[config.mk]
export PLATFORM = sky130hd
export DESIGN_NAME = adc_backend
export DESIGN_NICKNAME = d
export VERILOG_FILES = /design/src/rtl/adc_be_pkg.sv /design/src/rtl/therm_level.sv /design/src/rtl/seg_merge.sv /design/src/rtl/out_pipe.sv /design/src/rtl/chan_latch.sv /design/src/rtl/adc_backend.sv
export SDC_FILE = /design/constraint.sdc
export NUM_CORES = 1
export LEC_CHECK = 0
export BUFFER_PORTS_ARGS = -buffer_cell sky130_fd_sc_hd__buf_2
export CORE_MARGIN = 2
export CORE_UTILIZATION = 45
export CTS_BUF_LIST = sky130_fd_sc_hd__clkbuf_2
export CTS_CLUSTER_SIZE = 16
export DETAILED_ROUTE_END_ITERATION = 10
export GPL_TIMING_DRIVEN = 0
export PLACE_DENSITY = 0.74
export SLEW_MARGIN = 20
export SYNTH_ARGS = -nofsm -noshare
export SYNTH_HDL_FRONTEND = slang
export SYNTH_SLANG_ARGS = --single-unit
[constraint.sdc]
create_clock -name clk -period 11 [get_ports clk]
set_clock_uncertainty 0.2 [all_clocks]
set_input_delay 2.2 -clock clk [delete_from_list [all_inputs] [get_ports clk]]
set_output_delay 2.2 -clock clk [all_outputs]
set_load 0.01 [all_outputs]
[src/rtl/adc_be_pkg.sv]
package adc_be_pkg;
    localparam int unsigned CODE_W = 10;
    localparam int unsigned SEL_W  = 2;

    typedef struct packed {
        logic [SEL_W-1:0]  chan;
        logic              ovf;
        logic [CODE_W-1:0] code;
    } adc_word_t;
endpackage

[src/rtl/therm_level.sv]
// Bubble-tolerant thermometer to level encoder.
module therm_level #(
    parameter int unsigned N  = 15,
    parameter int unsigned LW = $clog2(N + 1)
) (
    input  logic [N-1:0]  therm,
    output logic [LW-1:0] level
);
    logic [N-1:0] qual;

    // A bit qualifies only if its lower neighbour agrees.
    generate
        for (genvar j = 0; j < N; j++) begin : g_qual
            if (j == 0) begin : g_base
                assign qual[j] = therm[j];
            end else begin : g_upper
                assign qual[j] = therm[j] & therm[j-1];
            end
        end
    endgenerate

    always_comb begin
        level = '0;
        for (int j = 0; j < N; j++) begin
            if (qual[j]) level = LW'(j + 1);
        end
    end
endmodule

[src/rtl/seg_merge.sv]
// Correcting adder: segment base plus signed fine offset, then clamp.
module seg_merge #(
    parameter int unsigned CODE_W     = 10,
    parameter int unsigned CL_W       = 4,
    parameter int unsigned FL_W       = 7,
    parameter int unsigned STEP_W     = 6,
    parameter int unsigned FINE_UNDER = 2
) (
    input  logic [CL_W-1:0]   coarse_lvl,
    input  logic [FL_W-1:0]   fine_lvl,
    output logic [CODE_W-1:0] code,
    output logic              ovf
);
    localparam int unsigned SW = CODE_W + 3;
    localparam logic signed [SW-1:0] MAX_S = SW'((1 << CODE_W) - 1);
    localparam logic signed [SW-1:0] BIAS  = SW'(FINE_UNDER + 1);

    logic signed [SW-1:0] base_s;
    logic signed [SW-1:0] fine_s;
    logic signed [SW-1:0] sum;

    always_comb begin
        base_s = $signed(SW'(coarse_lvl) << STEP_W);
        fine_s = $signed(SW'(fine_lvl));
        sum    = base_s + fine_s - BIAS;
        if (sum[SW-1]) begin
            code = '0;
            ovf  = 1'b0;
        end else if (sum > MAX_S) begin
            code = '1;
            ovf  = 1'b1;
        end else begin
            code = sum[CODE_W-1:0];
            ovf  = 1'b0;
        end
    end
endmodule

[src/rtl/out_pipe.sv]
// Series register chain with common hold.
module out_pipe #(
    parameter int unsigned W      = 13,
    parameter int unsigned STAGES = 2
) (
    input  logic         clk,
    input  logic         rst,
    input  logic         hold,
    input  logic [W-1:0] d,
    output logic [W-1:0] q
);
    logic [W-1:0] stage [STAGES];

    always_ff @(posedge clk) begin
        if (rst) begin
            for (int i = 0; i < STAGES; i++) stage[i] <= '0;
        end else if (!hold) begin
            stage[0] <= d;
            for (int i = 1; i < STAGES; i++) stage[i] <= stage[i-1];
        end
    end

    assign q = stage[STAGES-1];
endmodule

[src/rtl/chan_latch.sv]
// Input-select register loaded by an active-low strobe.
module chan_latch #(
    parameter int unsigned SEL_W = 2
) (
    input  logic             clk,
    input  logic             rst,
    input  logic             wr_n,
    input  logic [SEL_W-1:0] addr,
    output logic [SEL_W-1:0] sel
);
    always_ff @(posedge clk) begin
        if (rst)        sel <= '0;
        else if (!wr_n) sel <= addr;
    end
endmodule

[src/rtl/adc_backend.sv]
module adc_backend
    import adc_be_pkg::*;
#(
    parameter int unsigned COARSE_N   = 15,
    parameter int unsigned FINE_UNDER = 2,
    parameter int unsigned PIPE_DEPTH = 2,
    parameter int unsigned FINE_N     = (1 << (CODE_W - $clog2(COARSE_N + 1))) + FINE_UNDER + 1
) (
    input  logic                clk,
    input  logic                rst,
    input  logic [COARSE_N-1:0] coarse_therm,
    input  logic [FINE_N-1:0]   fine_therm,
    input  logic                pwr_down,
    input  logic                wr_n,
    input  logic [SEL_W-1:0]    chan_addr,
    output logic [SEL_W-1:0]    chan_sel,
    output logic [CODE_W-1:0]   code_out,
    output logic                ovf_out,
    output logic [SEL_W-1:0]    code_chan
);
    localparam int unsigned CL_W   = $clog2(COARSE_N + 1);
    localparam int unsigned FL_W   = $clog2(FINE_N + 1);
    localparam int unsigned STEP_W = CODE_W - CL_W;
    localparam int unsigned WORD_W = $bits(adc_word_t);

    logic [CL_W-1:0]   c_lvl;
    logic [FL_W-1:0]   f_lvl;
    logic [CODE_W-1:0] m_code;
    logic              m_ovf;
    adc_word_t         w_in;
    adc_word_t         w_out;
    logic [WORD_W-1:0] w_q;

    therm_level #(.N(COARSE_N), .LW(CL_W)) u_coarse (
        .therm (coarse_therm),
        .level (c_lvl)
    );

    therm_level #(.N(FINE_N), .LW(FL_W)) u_fine (
        .therm (fine_therm),
        .level (f_lvl)
    );

    seg_merge #(
        .CODE_W     (CODE_W),
        .CL_W       (CL_W),
        .FL_W       (FL_W),
        .STEP_W     (STEP_W),
        .FINE_UNDER (FINE_UNDER)
    ) u_merge (
        .coarse_lvl (c_lvl),
        .fine_lvl   (f_lvl),
        .code       (m_code),
        .ovf        (m_ovf)
    );

    chan_latch #(.SEL_W(SEL_W)) u_sel (
        .clk  (clk),
        .rst  (rst),
        .wr_n (wr_n),
        .addr (chan_addr),
        .sel  (chan_sel)
    );

    always_comb begin
        w_in.chan = chan_sel;
        w_in.ovf  = m_ovf;
        w_in.code = m_code;
    end

    out_pipe #(.W(WORD_W), .STAGES(PIPE_DEPTH)) u_pipe (
        .clk  (clk),
        .rst  (rst),
        .hold (pwr_down),
        .d    (w_in),
        .q    (w_q)
    );

    assign w_out     = adc_word_t'(w_q);
    assign code_out  = w_out.code;
    assign ovf_out   = w_out.ovf;
    assign code_chan = w_out.chan;
endmodule

==> results of run 1 <==
[synthesized netlist by cell type (2+ instances only)]
master     n
and3_1     2
o221ai_1   2
nor2b_1    3
ha_1       4
dfxtp_1    2
mux2_2     8
inv_1      9
nor3b_1    3
a2111o_1   2
o21ai_1   16
a222oi_1  11
nand3_1    7
nand3b_1   2
o21ai_0   44
nor2_1    18
a21boi_1   2
a211o_1    2
a21oi_1   26
edfxtp_1  26
buf_4     12
mux2i_1    4
xnor2_1    6
and4_1     3
o21a_1    10
nand2_1   35
o211a_1    2
a21o_1     2
a31oi_1    4
o32ai_1    2
nand2b_1   5
and2_1    19
nand4_1    6
nor3_1     8
a21boi_0   2
a221o_1    2
o211ai_1   2
a22o_1     3
[metrics by stage]
| step | power [mW] | hold slack, ps | cell area, um^2 |
|---|---|---|---|
| floorplan | 0.211 | 297 | 2770 |
| global placement | 0.252 | 298 | 3380 |
| detailed placement | 0.254 | 305 | 3380 |
| CTS | 0.288 | 344 | 3390 |
| global route | 0.310 | 378 | 3400 |
| finish | 0.287 | 338 | 3400 |
[layout by cell type (no fill, tap or decap), drive strengths merged, types with 3 or more instances in the layout]
master | Yosys | final
nand2b | 5 | 5
mux2 | 8 | 8
a21oi | 26 | 26
ha | 4 | 4
nor3b | 3 | 3
a222oi | 11 | 11
a22o | 3 | 3
nor2b | 3 | 3
and4 | 3 | 3
a21boi | 4 | 4
clkbuf | 1 | 4
inv | 9 | 9
xnor2 | 6 | 6
edfxtp | 26 | 26
o21a | 10 | 10
nand3 | 7 | 7
nand2 | 35 | 35
and2 | 19 | 19
nand4 | 6 | 6
o21ai | 60 | 60
nor3 | 8 | 8
a31oi | 4 | 4
buf | 12 | 114
mux2i | 4 | 4
nor2 | 18 | 18
[cell families after synthesis]
group | count (synthesis) | share of synthesized area
AOI/OAI and AO/OA | 145 | 0.340
xor gates and xnor gates | 7 | 0.0221
adders and majority gates | 4 | 0.0181
buffers and inverters | 22 | 0.0460
DFF | 28 | 0.296
muxes | 12 | 0.0470
and+or+nand+nor | 120 | 0.231
[worst paths after layout]
path | startpoint | to | slack [ps] | cells past startpoint
hold / removal | u_pipe.stage[0][7] | u_pipe.stage[0][20] | 340 | 1
setup / recovery | fine_therm[0] | u_pipe.stage[0][3] | 5300 | 14
setup reg to reg | u_pipe.stage[0][11] | u_pipe.stage[0][24] | 10050 | 1
hold reg to reg | u_pipe.stage[0][7] | u_pipe.stage[0][20] | 340 | 1
[final cells by class]
type	instances	area (um^2)	share of cell area
clock buffer	3	15.0	0.00442
tap	75	93.8	0.0276
clock inverter	1	3.75	0.00110
buffer	13	93.8	0.0276
timing repair buffer	102	510	0.150
sequential	28	821	0.242
multi-input combinational	288	1830	0.537
inverter	9	33.8	0.00994
[state kept, by name, summed over array words and instances (netlist names)]
signal / count
u_pipe.stage: 26
u_sel.sel: 2
[power by group through the flow]
stage	Combinational [mW]	Clock [mW]	Sequential, mW
floorplan	0.0788	0	0.132
global placement	0.121	0	0.132
detailed placement	0.122	0	0.132
CTS	0.123	0.0350	0.129
global route	0.140	0.0395	0.130
finish	0.124	0.0336	0.129
[per-layer routing]
metal | share of wire | up-vias | track usage
met1 | 0.47 | 1312 | 0.249
met5 | 0 | - | 0
met2 | 0.47 | 72 | 0.311
met4 | 0.0059 | 0 | 0.0383
met3 | 0.050 | 2 | 0.00978
li1 | - | 1536 | -
==> impl_metrics.toml, run 1 <==
[outcome]
outcome = "finished, final reports clean"

[setup_path]
crit_family = "compound AO/OA/AOI/OAI gates"
crit_top_cell = "a21oi_1"
endpoint_kind = "flop"
critPathMaxFanout = 6
max_stage_delay_ps = 550
arrival_ps = 5660
slowest_stage = "or4_4"
critical_path_class = "input pin to flop"
path_cells = "buf_2 -> nor3b_1 -> a2111oi_0 -> o311ai_1 -> a2111o_1 -> a21oi_1 -> a21oi_1 -> a21o_1 -> ha_1 -> or4_4 -> a21boi_1 -> o22a_2 -> or3b_4 -> o31ai_1"
cp-start-kind = "input pin"
crit_buf_inv = 1
required_ps = 10960

[route]
wire_per_inst_um = 11.9
firstDrtPassIters = 5
wl_mm = 6.15
vias = 2922
drtAntennaViolNets = 0
viasPerCell = 5.63
drtIter0Drc = 177
post-route-drc-count = 0

[power_and_ir_drop]
pwr-share-clk = 0.117
pwr-share-seq = 0.450
p_switching_mw = 0.0949
p_sw_frac = 0.331
power.leakage_nw = 1.47
powerDensity_nw_per_um2 = 84.4
ir_drop_mv = 0.0451
comb_power_share = 0.432
p_int_mw = 0.192

[synth]
ys_seq_elements = 28
synth.area.top_cells = "edfxtp_1 (28%), o21ai_0 (7.9%), nand2_1 (4.7%)"
synth-main-ff-cell = "edfxtp_1"
synth_top_area_share = 0.282
syn_area_um2 = 2770
syn-instance-count = 338
yosysUniqueCellTypes = 59
postSynthAreaPerCell_um2 = 8.20
synth_fp_nets = 430
synth_top_cell_by_area = "edfxtp_1"
async_reset_ff_frac = 0
synth_warnings = 0
seq_area_frac_synth = 0.296
synth_edf_count = 26

[global_routing]
grt_max_degree = 27
grt_antenna_before_repair = 0
grt_use_total = 0.180
globalRouteOverflowTotal = 0
grt_pass1_vias = 2452
grt_pass1_wl_mm = 10.1

[die]
row_count = 28
start_util = 0.468
die_height_um = 82.5
pin_count = 103
die_width_um = 82.5
fp.dieArea_um2 = 6800
coreArea_um2 = 5920

[placed_design]
gp_congestion = 0.859
post-place-ws_ps = 4970
place_hpwl_mm = 5.08
dp_cells = 515
port_buffers = 102

[clock_tree]
cts_tree = "yes"
cts_setup_buffers = 0
clk_pin_slew_ps = 230
clk_path_buf_depth = 2
clkLatencyLatePin_ps = 330
cts_made_buffers = 3
ctsResizeCount = 0
htree_levels = 1
cts-root-buf = "clkbuf_2"
holdBufCountCts = 0
cts_sinks = 28

[sta]
hold_viol = 0
post-route-worst-setup-slack_ps = 5300
finalCritPeriodShare = 0.518
setup-tns-final_ps = 0
min_period_ps = 5700
rsz0062_at_grt = "no"
worst-slew-pin-transition_ps = 616
max_freq_mhz = 175
setup_viol = 0
slew_violations = 0
relSlewSlack = 0.588

[finish]
syn_to_final_growth_pct = 22.6
drive_above_1_share = 0.302
fill_cells = 564
final_cell_count_no_fill = 519
diodes = 0
final_util = 0.574
final_nets = 537

[flow_run]
drv_cap = 0

[hold_path]
hp-class = "flop to flop"
Note: power is estimated with default switching activity, not from simulation.
==> inputs of run 2 (changes only) <==
--- a/config.mk
+++ b/config.mk
@@ -5,6 +5,7 @@
 export SDC_FILE = /design/constraint.sdc
 export NUM_CORES = 1
 export LEC_CHECK = 0
+export ABC_AREA = 1
 export BUFFER_PORTS_ARGS = -buffer_cell sky130_fd_sc_hd__buf_2
 export CORE_MARGIN = 2
 export CORE_UTILIZATION = 45
==> constraint.sdc (replaced) <==
create_clock -name clk -period 5.4 [get_ports clk]
set_clock_uncertainty 0.2 [all_clocks]
set_input_delay 1.08 -clock clk [delete_from_list [all_inputs] [get_ports clk]]
set_output_delay 1.08 -clock clk [all_outputs]
set_load 0.01 [all_outputs]
==> impl_metrics.toml, run 2 <==
[synth]
synth_fa_ha_area_frac = 0.0183
synthMostInstantiatedCell = "nand2_1"
synth_top_cell_by_area = "nand2_1"
synthXorXnorAreaFrac = 0.0192
synth-main-ff-cell = "edfxtp_1"
yosys.area_share.simple = 0.476
synth_fp_nets = 536
synth.area.top_cells = "nand2_1 (31%), edfxtp_1 (29%), nor2_1 (6.0%)"
seq_area_frac_synth = 0.300
syn-instance-count = 444
syn_area_um2 = 2740
synth_top_area_share = 0.306
ys_seq_elements = 28
postSynthAreaPerCell_um2 = 6.16
synth_compound_area_frac = 0.0814
synth_top_family_by_area = "simple AND/OR/NAND/NOR gates"
async_reset_ff_frac = 0
yosysUniqueCellTypes = 35
synth.area.mux_share = 0.00412
netlist_top_cells_count = "nand2_1 (223), nor2_1 (44), inv_1 (39)"
synth_edf_count = 26
synth_warnings = 0

[finish]
fill_cells = 581
drive_above_1_share = 0.301
final_nets = 648
final_common_cell = "nand2_1"
largest_register_ffs = 26
syn_to_final_growth_pct = 28.6
reg_top3 = "u_pipe.stage: 26 flops, u_sel.sel: 2 flops"
largest-register = "u_pipe.stage"
final_cell_mix = "nand2_1 (220), buf_2 (100), nor2_1 (43), inv_1 (37), edfxtp_1 (26)"
diodes = 0

[setup_path]
max_stage_delay_ps = 180
cp-startpoint = "fine_therm[1]"
critPathMaxFanout = 6
crit_top_cell = "nand2_1"
endpoint_kind = "flop"
required_ps = 5450
critical_path_class = "input pin to flop"
slowest_stage = "nor2_2"
cp-start-kind = "input pin"
worstReg2RegStart = "u_pipe.stage[0][10]"
arrival_ps = 5920

[power_and_ir_drop]
powerDensity_nw_per_um2 = 190
power.leakage_nw = 2.03
fin_total_pwr_mw = 0.669
ir_drop_mv = 0.146

[clock_tree]
clk_path_buf_depth = 2
cts_made_buffers = 3
cts_sinks = 28
clkLatencyLatePin_ps = 350
clk_pin_slew_ps = 240
cts-root-buf = "clkbuf_2"
cts_tree = "yes"
htree_levels = 1
holdBufCountCts = 0

[die]
pin_count = 103
coreArea_um2 = 5890
row_count = 28
fp.dieArea_um2 = 6720
start_util = 0.465
die_height_um = 82.0
die_width_um = 82.0

[route]
vias = 2972
drtIter0Drc = 126
post-route-drc-count = 0
wire_per_inst_um = 8.84
drtAntennaViolNets = 0
wl_mm = 5.57
firstDrtPassIters = 4
viasPerCell = 4.72

[global_routing]
grt_antenna_before_repair = 0
grt_max_degree = 27
grt_pass1_wl_mm = 9.87
grt_use_total = 0.177
globalRouteOverflowTotal = 0
grt_pass1_vias = 2820

[sta]
finalCritPeriodShare = 1.09
min_period_ps = 5880
hold_viol = 0
max_freq_mhz = 170
slew_violations = 0
setup_viol = 11
worst-slew-pin-transition_ps = 998
rsz0062_at_grt = "yes"
setup-tns-final_ps = -4600
relSlewSlack = 0.333
post-route-worst-setup-slack_ps = -475

[flow_run]
drv_cap = 0

[outcome]
outcome = "complete, but fails checks"
violations = "negative setup slack"

[hold_path]
hp-class = "flop to flop"
hp-start = "u_sel.sel[1]"

[placed_design]
port_buffers = 102
gp_congestion = 0.846
place_hpwl_mm = 4.71
-- run 2: cell type report --
| class | count | area (um^2) | area share |
|---|---|---|---|
| Clock inverter | 1 | 30.0 | 0.00853 |
| Inverter | 45 | 193 | 0.0547 |
| Buffer | 13 | 93.8 | 0.0267 |
| Multi-Input combinational cell | 358 | 1700 | 0.483 |
| Sequential cell | 28 | 821 | 0.233 |
| Timing Repair Buffer | 107 | 572 | 0.162 |
| Tap cell | 75 | 93.8 | 0.0267 |
| Clock buffer | 3 | 15.0 | 0.00427 |
-- run 2: cell families after synthesis --
| family | after synthesis |
|---|---|
| muxes | 1 |
| AOI/OAI and AO/OA | 36 |
| and+or+nand+nor | 311 |
| buffers and inverters | 58 |
| xor gates and xnor gates | 6 |
| DFF | 28 |
| adders and majority gates | 4 |
-- run 2: timing repair --
item	in CTS	in global routing
pin swaps	20	13
setup endpoints to repair	11	11
setup buffers	6	0
resized for setup	11	5
-- run 2: worst paths after layout --
kind              cells past startpoint  slack [ps]             endpoint
hold reg to reg                       2         280         u_sel.sel[1]
setup reg to reg                      2        4410  u_pipe.stage[0][23]
hold / removal                        2         280         u_sel.sel[1]
setup / recovery                     82        -480   u_pipe.stage[0][4]
-- run 2: power by group --
part / internal, mW / switching, mW
Clock: 0.0637 / 0.0587
Combinational: 0.120 / 0.163
Sequential: 0.259 / 0.00495
Total: 0.443 / 0.226
-- run 2: routing by layer --
| metal | routed length (um) | up-vias | track usage |
|---|---|---|---|
| li1 | - | 1617 | - |
| met1 | 2370 | 1264 | 0.189 |
| met2 | 2870 | 79 | 0.346 |
| met3 | 233 | 12 | 0.0154 |
| met4 | 97 | 0 | 0.0783 |
| met5 | 0 | - | 0 |
-- run 2: worst max-delay path: cells and delay by family --
family / cells / cell delay (ps)
xor gates and xnor gates: 1 / 150
adders and majority gates: 1 / 160
buffers and inverters: 3 / 160
and+or+nand+nor: 77 / 4330
-- run 2: metrics by stage --
step / cells / hold WS [ps] / area (um^2) / worst slack [ps] / util
finish: 630 / 283 / 3520 / -475 / 0.598
global route: 630 / 318 / 3520 / -1310 / 0.598
CTS: 630 / 287 / 3480 / -450 / 0.592
detailed placement: 621 / 259 / 3360 / -1010 / 0.571
global placement: 621 / 257 / 3360 / -973 / 0.571
floorplan: 444 / 288 / 2760 / -323 / -
==> inputs of run 3 (changes only) <==
--- a/config.mk
+++ b/config.mk
@@ -7,13 +7,13 @@
 export LEC_CHECK = 0
 export ABC_AREA = 1
 export BUFFER_PORTS_ARGS = -buffer_cell sky130_fd_sc_hd__buf_2
+export CAP_MARGIN = 5
 export CORE_MARGIN = 2
-export CORE_UTILIZATION = 45
+export CORE_UTILIZATION = 31
 export CTS_BUF_LIST = sky130_fd_sc_hd__clkbuf_2
 export CTS_CLUSTER_SIZE = 16
 export DETAILED_ROUTE_END_ITERATION = 10
 export GPL_TIMING_DRIVEN = 0
-export PLACE_DENSITY = 0.74
 export SLEW_MARGIN = 20
 export SYNTH_ARGS = -nofsm -noshare
 export SYNTH_HDL_FRONTEND = slang
==> impl_metrics.toml, run 3 (synthesis gave the netlist of run 2 again) <==
[outcome]
outcome = "complete, but fails checks"
violations = "negative setup slack"

[route]
met1_length_mm = 2.46
wl_met2_mm = 2.61
firstDrtPassIters = 4
post-route-drc-count = 0
vias = 2870
wl_mm = 5.44
top_layer = "met4"
drtIter0Drc = 50
drtAntennaViolNets = 0
wl_met3_um = 341
viasPerCell = 4.34
wire_per_inst_um = 8.22

[power_and_ir_drop]
ir_drop_mv = 0.0738
fin_total_pwr_mw = 0.609
comb_power_share = 0.453
p_int_mw = 0.391
power.leakage_nw = 2.01
powerDensity_nw_per_um2 = 173
p_sw_frac = 0.357
pwr-share-seq = 0.433
pwr-share-clk = 0.114
p_switching_mw = 0.218

[clock_tree]
cts_tree = "yes"
clk_pin_slew_ps = 230
cts_sinks = 28
cts-root-buf = "clkbuf_2"
htree_levels = 1
cts_made_buffers = 3
clk_path_buf_depth = 2
clkLatencyLatePin_ps = 340

[finish]
drive_above_1_share = 0.302
fill_cells = 961
largest-register = "u_pipe.stage"
reg_top3 = "u_pipe.stage: 26 flops, u_sel.sel: 2 flops"
syn_to_final_growth_pct = 28.9
diodes = 0
final_nets = 646
final_common_cell = "nand2_1"
largest_register_ffs = 26
final_cell_mix = "nand2_1 (215), buf_2 (99), nor2_1 (43), inv_1 (37), edfxtp_1 (26)"

[die]
coreArea_um2 = 8640
row_count = 34
die_width_um = 98.0
pin_count = 103
die_height_um = 98.0
fp.dieArea_um2 = 9590
start_util = 0.317

[sta]
post-route-worst-setup-slack_ps = -366
setup_viol = 10
slew_violations = 0
finalCritPeriodShare = 1.07
rsz0062_at_grt = "yes"
relSlewSlack = 0.345
hold_viol = 0
min_period_ps = 5770
max_freq_mhz = 173
setup-tns-final_ps = -3320
worst-slew-pin-transition_ps = 980

[setup_path]
arrival_ps = 5790
critical_path_class = "input pin to flop"
crit_top_cell = "nand2_1"
cp-start-kind = "input pin"
max_stage_delay_ps = 170
critPathMaxFanout = 6
required_ps = 5420
endpoint_kind = "flop"
slowest_stage = "nor2_2"

[global_routing]
grt_use_total = 0.116
grt_pass1_wl_mm = 9.94
grt_pass1_vias = 2637
grt_antenna_before_repair = 0
grt_max_degree = 27
globalRouteOverflowTotal = 0

[placed_design]
port_buffers = 102
post-place-ws_ps = -1090
gp_congestion = 0.769
place_hpwl_mm = 4.80

[hold_path]
hp-class = "flop to flop"

[flow_run]
drv_cap = 0
[run 3: cell types whose count changed in the layout (fill, tap and decap cells not counted), sizes merged]
cell,delta
buf,-2
bufinv,-1
clkinv,+1
[run 3: final cells by class]
type,instances,area (um^2),share of cell area
plain buffers,13,93.8,0.0266
clock inverters,1,3.75,0.00106
flip-flops and latches,28,821,0.233
clock buffers,3,15.0,0.00426
well taps,108,135,0.0383
repair buffers,105,561,0.159
inverters,45,193,0.0546
multi-input cells,358,1710,0.484
[run 3: power groups by stage]
stage	Sequential, mW	Combinational (mW)	Clock, mW
after global placement	0.269	0.260	0
after CTS	0.264	0.276	0.0732
after global routing	0.265	0.319	0.0857
final	0.264	0.276	0.0694
after floorplan	0.269	0.186	0
after detailed placement	0.269	0.265	0
[run 3: routing by layer]
layer	global-route usage	vias to the layer above
met3	0.0165	2
met4	0.0310	0
met1	0.139	1188
li1	-	1614
met2	0.218	66
met5	0	-
[run 3: stage by stage]
stage | cell area (um^2) | std cells | util | hold WS, ps
CTS | 3500 | 662 | 0.405 | 295
global placement | 3400 | 654 | 0.394 | 257
finish | 3530 | 661 | 0.408 | 291
detailed placement | 3400 | 654 | 0.394 | 269
global route | 3530 | 661 | 0.408 | 332
floorplan | 2760 | 444 | - | 288
[run 3: what timing repair did]
item,4_1_cts,5_1_grt
hold buffers,0,0
resized for setup,11,10
setup endpoints to repair,11,11
buffers inserted,7,1
pin swaps,9,5
[run 3: worst paths after layout]
kind / slack, ps / startpoint / depth (start not counted) / to
setup / recovery: -370 / fine_therm[1] / 81 / u_pipe.stage[0][8]
hold / removal: 290 / u_sel.sel[1] / 2 / u_sel.sel[1]
setup reg to reg: 4460 / u_pipe.stage[0][7] / 2 / u_pipe.stage[0][20]
hold reg to reg: 290 / u_sel.sel[1] / 2 / u_sel.sel[1]
[run 3: worst max-delay path: cells and delay by family]
| kind | cells | cell delay, ps |
|---|---|---|
| and+or+nand+nor | 77 | 4220 |
| buffers and inverters | 2 | 160 |
| adders and majority gates | 1 | 160 |
| xor gates and xnor gates | 1 | 150 |
